### src/rtl/lcd_nib_pkg.sv
package lcd_nib_pkg;

  // Phases of one byte transfer
  typedef enum logic [2:0] {
    PH_IDLE,   // waiting for a byte
    PH_SETUP,  // high nibble on bus, enable low
    PH_PULSE,  // enable high
    PH_GAP,    // between the two nibbles
    PH_POST    // execution wait after the second nibble
  } phase_t;

  localparam logic [7:0] CMD_CLEAR = 8'h01;

  // Round a duration in ns up to whole clock cycles, never below one.
  function automatic int unsigned ns_to_cyc(input longint unsigned ns,
                                            input longint unsigned hz);
    longint unsigned c;
    c = (ns * hz + 64'd999_999_999) / 64'd1_000_000_000;
    if (c == 64'd0) c = 64'd1;
    return c[31:0];
  endfunction

  function automatic int unsigned max_u(input int unsigned a, input int unsigned b);
    return (a > b) ? a : b;
  endfunction

  // Clear-display needs the long execution wait
  function automatic logic is_clear(input logic rs, input logic [7:0] b);
    return (!rs) && (b == CMD_CLEAR);
  endfunction

  function automatic logic [3:0] nibble_of(input logic [7:0] b, input logic low);
    return low ? b[3:0] : b[7:4];
  endfunction

endpackage

### src/rtl/lcd_nib_timer.sv
module lcd_nib_timer #(
  parameter int unsigned CNT_W = 8
) (
  input  logic             clk,
  input  logic             rst_n,
  input  logic             load,
  input  logic [CNT_W-1:0] load_val,
  output logic             zero
);

  logic [CNT_W-1:0] cnt_q;

  always_ff @(posedge clk) begin
    if (!rst_n) begin
      cnt_q <= '0;
    end else if (load) begin
      cnt_q <= load_val;
    end else if (cnt_q != '0) begin
      cnt_q <= cnt_q - 1'b1;
    end
  end

  assign zero = (cnt_q == '0);

endmodule

### src/rtl/lcd_nib_seq.sv
module lcd_nib_seq
  import lcd_nib_pkg::*;
#(
  parameter int unsigned CNT_W     = 17,
  parameter int unsigned SETUP_CYC = 2,
  parameter int unsigned PULSE_CYC = 12,
  parameter int unsigned GAP_CYC   = 50,
  parameter int unsigned POST_CYC  = 2000,
  parameter int unsigned CLEAR_CYC = 82000
) (
  input  logic             clk,
  input  logic             rst_n,
  input  logic             in_valid,
  input  logic             in_rs,
  input  logic [7:0]       in_byte,
  input  logic             tmr_zero,
  output logic             tmr_load,
  output logic [CNT_W-1:0] tmr_val,
  output logic             busy,
  output logic             ev_accept,
  output logic             ev_rise,
  output logic             ev_fall,
  output logic             ev_swap
);

  localparam logic [CNT_W-1:0] LD_SETUP = CNT_W'(SETUP_CYC - 1);
  localparam logic [CNT_W-1:0] LD_PULSE = CNT_W'(PULSE_CYC - 1);
  localparam logic [CNT_W-1:0] LD_GAP   = CNT_W'(GAP_CYC - 1);
  localparam logic [CNT_W-1:0] LD_POST  = CNT_W'(POST_CYC - 1);
  localparam logic [CNT_W-1:0] LD_CLEAR = CNT_W'(CLEAR_CYC - 1);

  phase_t phase_q, phase_d;
  logic   low_q;      // second nibble in flight
  logic   gap_new_q;  // first cycle of the inter-nibble gap
  logic   clr_q;      // byte in flight is a clear-display command

  // Named events, shared with the pin register and the checker
  assign ev_accept = (phase_q == PH_IDLE) && in_valid;
  assign ev_rise   = ((phase_q == PH_SETUP) || (phase_q == PH_GAP)) && tmr_zero;
  assign ev_fall   = (phase_q == PH_PULSE) && tmr_zero;
  assign ev_swap   = (phase_q == PH_GAP) && gap_new_q;
  assign busy      = (phase_q != PH_IDLE);

  always_comb begin
    phase_d  = phase_q;
    tmr_load = 1'b0;
    tmr_val  = '0;
    unique case (phase_q)
      PH_IDLE: if (ev_accept) begin
        phase_d  = PH_SETUP;
        tmr_load = 1'b1;
        tmr_val  = LD_SETUP;
      end
      PH_SETUP, PH_GAP: if (ev_rise) begin
        phase_d  = PH_PULSE;
        tmr_load = 1'b1;
        tmr_val  = LD_PULSE;
      end
      PH_PULSE: if (ev_fall) begin
        tmr_load = 1'b1;
        if (low_q) begin
          phase_d = PH_POST;
          tmr_val = clr_q ? LD_CLEAR : LD_POST;
        end else begin
          phase_d = PH_GAP;
          tmr_val = LD_GAP;
        end
      end
      PH_POST: if (tmr_zero) phase_d = PH_IDLE;
      default: phase_d = PH_IDLE;
    endcase
  end

  always_ff @(posedge clk) begin
    if (!rst_n) begin
      phase_q   <= PH_IDLE;
      low_q     <= 1'b0;
      gap_new_q <= 1'b0;
      clr_q     <= 1'b0;
    end else begin
      phase_q <= phase_d;
      if (ev_accept) begin
        low_q <= 1'b0;
        clr_q <= is_clear(in_rs, in_byte);
      end
      if (ev_fall && !low_q) gap_new_q <= 1'b1;
      else if (ev_swap)      gap_new_q <= 1'b0;
      if (ev_rise && (phase_q == PH_GAP)) low_q <= 1'b1;
    end
  end

endmodule

### src/rtl/lcd_nib_pins.sv
module lcd_nib_pins
  import lcd_nib_pkg::*;
(
  input  logic       clk,
  input  logic       rst_n,
  input  logic       ev_accept,
  input  logic       ev_swap,
  input  logic       ev_rise,
  input  logic       ev_fall,
  input  logic       in_rs,
  input  logic [7:0] in_byte,
  output logic [3:0] lcd_d,
  output logic       lcd_rs,
  output logic       lcd_en
);

  logic [7:0] byte_q;

  always_ff @(posedge clk) begin
    if (!rst_n) begin
      byte_q <= '0;
      lcd_d  <= '0;
      lcd_rs <= 1'b0;
      lcd_en <= 1'b0;
    end else begin
      if (ev_accept) begin
        byte_q <= in_byte;
        lcd_rs <= in_rs;
        lcd_d  <= nibble_of(in_byte, 1'b0);
      end else if (ev_swap) begin
        lcd_d  <= nibble_of(byte_q, 1'b1);
      end
      if (ev_rise)      lcd_en <= 1'b1;
      else if (ev_fall) lcd_en <= 1'b0;
    end
  end

endmodule

### src/rtl/lcd_nibble_tx.sv
module lcd_nibble_tx
  import lcd_nib_pkg::*;
#(
  parameter int unsigned CLK_HZ   = 50_000_000,
  parameter int unsigned SETUP_NS = 40,
  parameter int unsigned PULSE_NS = 230,
  parameter int unsigned GAP_NS   = 1_000,
  parameter int unsigned POST_NS  = 40_000,
  parameter int unsigned CLEAR_NS = 1_640_000
) (
  input  logic       clk,
  input  logic       rst_n,
  input  logic       in_valid,
  output logic       in_ready,
  input  logic       in_rs,
  input  logic [7:0] in_byte,
  output logic [3:0] lcd_d,
  output logic       lcd_rs,
  output logic       lcd_en,
  output logic       lcd_rw
);

  localparam int unsigned SETUP_CYC = ns_to_cyc(64'(SETUP_NS), 64'(CLK_HZ));
  localparam int unsigned PULSE_CYC = ns_to_cyc(64'(PULSE_NS), 64'(CLK_HZ));
  localparam int unsigned GAP_CYC   = max_u(ns_to_cyc(64'(GAP_NS), 64'(CLK_HZ)), SETUP_CYC + 1);
  localparam int unsigned POST_CYC  = ns_to_cyc(64'(POST_NS), 64'(CLK_HZ));
  localparam int unsigned CLEAR_CYC = ns_to_cyc(64'(CLEAR_NS), 64'(CLK_HZ));
  localparam int unsigned MAX_CYC   = max_u(max_u(CLEAR_CYC, POST_CYC),
                                            max_u(GAP_CYC, PULSE_CYC));
  localparam int unsigned CNT_W     = $clog2(MAX_CYC + 1);

  logic             tmr_zero, tmr_load, busy;
  logic [CNT_W-1:0] tmr_val;
  logic             ev_accept, ev_rise, ev_fall, ev_swap;

  lcd_nib_timer #(.CNT_W(CNT_W)) u_timer (
    .clk      (clk),
    .rst_n    (rst_n),
    .load     (tmr_load),
    .load_val (tmr_val),
    .zero     (tmr_zero)
  );

  lcd_nib_seq #(
    .CNT_W     (CNT_W),
    .SETUP_CYC (SETUP_CYC),
    .PULSE_CYC (PULSE_CYC),
    .GAP_CYC   (GAP_CYC),
    .POST_CYC  (POST_CYC),
    .CLEAR_CYC (CLEAR_CYC)
  ) u_seq (
    .clk       (clk),
    .rst_n     (rst_n),
    .in_valid  (in_valid),
    .in_rs     (in_rs),
    .in_byte   (in_byte),
    .tmr_zero  (tmr_zero),
    .tmr_load  (tmr_load),
    .tmr_val   (tmr_val),
    .busy      (busy),
    .ev_accept (ev_accept),
    .ev_rise   (ev_rise),
    .ev_fall   (ev_fall),
    .ev_swap   (ev_swap)
  );

  lcd_nib_pins u_pins (
    .clk       (clk),
    .rst_n     (rst_n),
    .ev_accept (ev_accept),
    .ev_swap   (ev_swap),
    .ev_rise   (ev_rise),
    .ev_fall   (ev_fall),
    .in_rs     (in_rs),
    .in_byte   (in_byte),
    .lcd_d     (lcd_d),
    .lcd_rs    (lcd_rs),
    .lcd_en    (lcd_en)
  );

  assign in_ready = !busy;
  assign lcd_rw   = 1'b0;

endmodule

### config.mk
export PLATFORM = sky130hd
export DESIGN_NAME = lcd_nibble_tx
export DESIGN_NICKNAME = d
export VERILOG_FILES = /design/src/rtl/lcd_nib_pkg.sv /design/src/rtl/lcd_nib_timer.sv /design/src/rtl/lcd_nib_seq.sv /design/src/rtl/lcd_nib_pins.sv /design/src/rtl/lcd_nibble_tx.sv
export SDC_FILE = /design/constraint.sdc
export NUM_CORES = 1
export LEC_CHECK = 0
export BUFFER_PORTS_ARGS = -buffer_cell sky130_fd_sc_hd__clkbuf_2
export CAP_MARGIN = 20
export CORE_UTILIZATION = 57
export CTS_BUF_LIST = sky130_fd_sc_hd__clkbuf_16
export DETAILED_ROUTE_END_ITERATION = 10
export PLACE_DENSITY = 0.8
export SLEW_MARGIN = 20
export SYNTH_ARGS = -nofsm -noshare
export SYNTH_HDL_FRONTEND = slang
export SYNTH_SLANG_ARGS = --single-unit
### constraint.sdc
create_clock -name clk -period 2.1 [get_ports clk]
set_clock_uncertainty 0.1 [all_clocks]
set_input_delay 0.105 -clock clk [delete_from_list [all_inputs] [get_ports clk]]
set_output_delay 0.105 -clock clk [all_outputs]
set_load 0.005 [all_outputs]
* Yosys cells after proc, flatten, opt, wreduce, memory -nomap -nowiden
Cells that the tools add are included. Widths: inputs -> output; s select.
Storage, ports and cells: logic and storage cells 67, bits in registers 33, output and inout port bits 8, input port bits 12
Operators by class: reduce and logical (&&, ||, !) cells 22, add/sub/neg operators 1, multiplexer cells 26, eq/ne operators 9
Operators with widths (number):
- $mux 17 | 5
- $pmux 17 s3 | 1
- $logic_not 17->1 | 1
- $reduce_bool 17->1 | 1
- $sub 17x1->17 const B | 1
- $mux 3 | 5
- $mux 4 | 3
- $pmux 3 s4 | 1
- $mux 1 | 10
- $reduce_bool 2->1 | 5
- $eq 8x1->1 const B | 1
- $logic_and 1x1->1 | 7
- $eq 3x2->1 const B | 2
- $ne 2x1->1 const B | 3
- $reduce_and 4->1 | 1
- $eq 3x1->1 const B | 1
- $eq 3x3->1 const B | 1
- $logic_not 1->1 | 3
- $logic_not 3->1 | 1
- $pmux 1 s3 | 1
- $reduce_bool 3->1 | 1
- $ne 2x2->1 const B | 1
- $reduce_or 2->1 | 1
- $logic_or 1x1->1 | 1

* Logic depth before layout (Yosys ltp)
word-level depth 6, depth in mapped cells 9, gate-level depth less buffers 7

* By module
From an unflattened synthesis, not the netlist that was laid out.
Second synthesis, totals: cell total of the unflattened synthesis 211, area total of the unflattened synthesis 1864.3 µm²
Modules (own cells, without submodules):
- lcd_nib_timer | sequential area each 340.3 µm², cells an instance 111, area each 919.6 µm², instances 1
- lcd_nib_seq | sequential area each 120.1 µm², cells an instance 61, area each 513.0 µm², instances 1
- lcd_nib_pins | sequential area each 200.2 µm², cells an instance 36, area each 416.6 µm², instances 1
- lcd_nibble_tx | sequential area each 0.0 µm², cells an instance 3, area each 15.0 µm², instances 1

* Worst setup path after synthesis
Ideal clock, no wire load.
path kind flip-flop to flip-flop, from reg u_timer.cnt_q[0], to reg u_timer.cnt_q[10], cell stages (with the launch flop) 10, clock period less this slack 1.775 ns, data required time 1.882 ns, setup slack 0.325 ns, data arrival time 1.556 ns, library setup time 0.118 ns, path buffers 2, cell sequence dfxtp_1 -> inv_1 -> ha_1 -> nor4b_1 -> nand4_1 -> buf_4 -> o31a_1 -> buf_6 -> nand2_1 -> a21oi_2
Between the ends: longest elaborated chain between the ends 5, elaborated cells on any way between the ends 13, classes of those cells 1 x add/sub; 7 x mux; 5 x reduce/logical
Ends and longest elaborated chain:
- from (decl) | line lcd_nib_timer.sv:11 | logic [CNT_W-1:0] cnt_q;
- from (signal assigned) | line lcd_nib_timer.sv:17 | cnt_q <= load_val;
- from (signal assigned) | line lcd_nib_timer.sv:19 | cnt_q <= cnt_q - 1'b1;
- branches (longest 5 deep; another with $sub 17x1->17)
Parallel ways; which one is timed is not known. The select of a mux whose other input is x is not followed. A chain may end at the register's enable or synchronous reset.

* Worst setup path after layout
from reg u_timer.cnt_q[0], to reg u_timer.cnt_q[14]
The elaborated chain is that of the path after synthesis.

==> results.md <==
* Status: complete, no violations
* Hold Crit Depth at 3
* Worst Hold Path EP: u_pins.lcd_rs$_SDFFE_PN0P_
* Count of pins over their slew limit at 0
* Final setup TNS at 0 ps
* Worst Path Required at approximately 2200 ps
* Post-synth top area cell: dfxtp_1
* Reg clk slew, reported paths at 50 ps
* Crit share post-route at 0.932
* Pre-antenna DRT Iters at 4
* R2R setup slack at roughly 140 ps
* Leak at 0.951 nW
* Grt met2 use at 0.458
* Synthesis-to-finish area growth at 17.9%
* Post-DR wirelength/cell at 15.6 microns
* Reg2Reg Capture Point: u_timer.cnt_q[14]$_SDFFE_PN0P_
* Post-DRT Antenna Nets at 0
* Core area at 2850 sq um
* Synthesized area per cell at 8.35 sq um
* Ys Warns at 0
* Crit. End Element: flop
* EDFF count, synth at 0
* Final Hold Fails at 0
* Final WL at 4210 microns
* Starting DRC count in detailed routing at 103
* Mapped Area at 1780 sq um
* TritonCTS clock tree: done
* Layer with the highest usage: met2
* Final worst slack at 142 ps
* Met1 usage at 0.296
* Die area at 3350 sq um
* Worst Reg-to-Reg Cells at 8
* Post-synthesis sequential area ratio at 0.371
* Power Dens Cells at around 1500 nW/um^2
* Max_cap viols at 0
* Nets at 251
* Synth Flop Type: dfxtp_1
* RSZ-0062 raised after global routing: no
* Drt via density at 5.96
* Most instantiated cells after synthesis: dfxtp_1, nand2_1, a21oi_1
* Netlist cell types at 45
* Die W at 57.9 microns
* Synth top area cells: dfxtp_1, nand2_1, a21oi_1, o211a_1, xnor2_1
* Hold Crit Class: input pin to flop
* Total clock sinks at 33
* Finish-stage setup viols at 0
* Starting Density at 0.624
* Vias in the first global route at 1504
* Post-Syn Nets at approximately 230
* Hold path start: in_rs
* Routability cong. at roughly 0.86
* Reg2reg start: u_timer.cnt_q[0]$_SDFFE_PN0P_
* Final min period at 1960 ps
* Die height at 57.9 microns
* Max clock buf depth at 2
* Met3 GRT Util at 0.0692
* Critical path class: flop to flop
* Fmax at between 500 and 600 MHz
* Worst slack at placement at 103 ps
* Crit path max fanout at 18
* GRT Resource Usage Total at 0.266
* Total setup buffers inserted after CTS at 0
* Largest net degree at the start of global routing at 21
* Row count at 19
* Cts bufs inserted at 5
* IO Port Bufs at 18
* Clock Root Buffer: clkbuf_16
* Synthesized flop and latch total at 33
* Clk Latency, worst-skew pair at 280 ps
* Critical path arrival at 2060 ps
* Io pins at 20
* First-pass GRT wire length at 6710 microns
* Synth top area share at 0.371
* HPWL Detailed at 2790 microns
* Syn Inst Count at 213
* Worst setup SP type: flop
* Ant diodes at 0
* Antenna violations before repair at 0
* Layout cell share with drive strength beyond 1 at 0.172
* Worst VDD drop at 868 uV
* H-tree depth at 2
* Routed vias at approximately 1.6k
* FFs w/ async S/R, synth at 0
* GRT overflow at 0
* DRC at 0
layout make-up:
type / instances / area (sq um)
clock buffer: 5 / 125
clock inverter: 3 / 11.3
fill: 210 / 754
inverter: 3 / 11.3
multi-input combinational: 162 / 1030
sequential: 33 / 661
tap: 31 / 38.8
timing repair buffer: 32 / 216
per-stage QoR:
stage	hold slack (ps)	cells	power [mW]	utilization	cell area, sq um
after floorplan	150	213	2.20	-	1780
final	4.97	269	3.25	0.736	2100
after global placement	252	254	2.43	0.659	1880
after CTS	4.69	269	3.19	0.732	2090
after global routing	14.5	269	3.47	0.736	2100
after detailed placement	266	254	2.50	0.659	1880
cells by family after synthesis:
group | count (synthesis) | share of synthesized area
AO/OA/AOI/OAI | 49 | 0.186
XOR/XNOR | 14 | 0.0689
adder cells (fa/ha/maj) | 2 | 0.0141
buffers and inverters | 18 | 0.0513
flip-flops | 33 | 0.371
multiplexers | 5 | 0.0281
other | 1 | 0.00211
AND/OR/NAND/NOR | 91 | 0.278
sequential cells by signal, indices dropped and copies added (netlist names):
| register | cells |
|---|---|
| u_pins.lcd_rs | 1 |
| u_pins.byte_q | 4 |
| u_pins.lcd_d | 4 |
| u_seq.low_q | 1 |
| u_pins.lcd_en | 1 |
| u_seq.gap_new_q | 1 |
| u_seq.phase_q | 3 |
| u_timer.cnt_q | 17 |
| u_seq.clr_q | 1 |
routing by layer:
layer  routed length, microns  vias to the layer above
met1                     1690                      740
met4                       69                        0
met2                     2200                       57
li1                         -                      797
met5                        0                        -
met3                      247                        9
placed cells by master (no fill, tap or decap), types with 6 or more instances in the layout:
| cell type | netlist | final |
|---|---|---|
| dfxtp_1 | 33 | 33 |
| nor2_1 | 15 | 15 |
| inv_1 | 3 | 6 |
| buf_4 | 2 | 6 |
| nor3_1 | 7 | 7 |
| dlygate4sd3_1 | 0 | 7 |
| o211a_1 | 7 | 7 |
| a21boi_0 | 6 | 6 |
| xnor2_1 | 7 | 7 |
| clkbuf_2 | 0 | 18 |
| a21oi_1 | 17 | 17 |
| nand2_1 | 33 | 33 |
| xor2_1 | 7 | 7 |
report_power, final:
group	total (mW)	internal (mW)	switching [mW]
sequential	1.03	0.807	0.222
clock	0.673	0.425	0.248
combinational	1.55	0.709	0.839
total	3.25	1.94	1.31
how the worst max path moves through the flow:
stage / from / endpoint / slack [ps] / depth (start not counted)
after floorplan: u_timer.cnt_q[0]$_SDFFE_PN0P_ / u_timer.cnt_q[10]$_SDFFE_PN0P_ / 330 / 9
after global placement: u_timer.cnt_q[0]$_SDFFE_PN0P_ / u_pins.lcd_en$_SDFFE_PN0P_ / 250 / 7
after detailed placement: u_timer.cnt_q[0]$_SDFFE_PN0P_ / u_timer.cnt_q[2]$_SDFFE_PN0P_ / 100 / 8
after CTS: u_timer.cnt_q[0]$_SDFFE_PN0P_ / u_timer.cnt_q[14]$_SDFFE_PN0P_ / 80 / 8
after global routing: u_timer.cnt_q[0]$_SDFFE_PN0P_ / u_timer.cnt_q[14]$_SDFFE_PN0P_ / 6 / 8
final: u_timer.cnt_q[0]$_SDFFE_PN0P_ / u_timer.cnt_q[14]$_SDFFE_PN0P_ / 140 / 8
worst max-delay path: stages (launching register included):
cell,delay [ps]
dfxtp_1,350
inv_1,110
ha_1,160
nor4b_2,200
nand4_1,200
buf_6,220
nor3b_2,220
nand4_1,150
a21oi_1,180
what timing repair did:
item / in CTS / in global routing
endpoints found under the hold margin: 8 / 0
hold buffers: 7 / 0
endpoints found under the setup margin: 0 / 19
resized for setup: 0 / 3
Note: power is estimated with default switching activity, not from simulation.
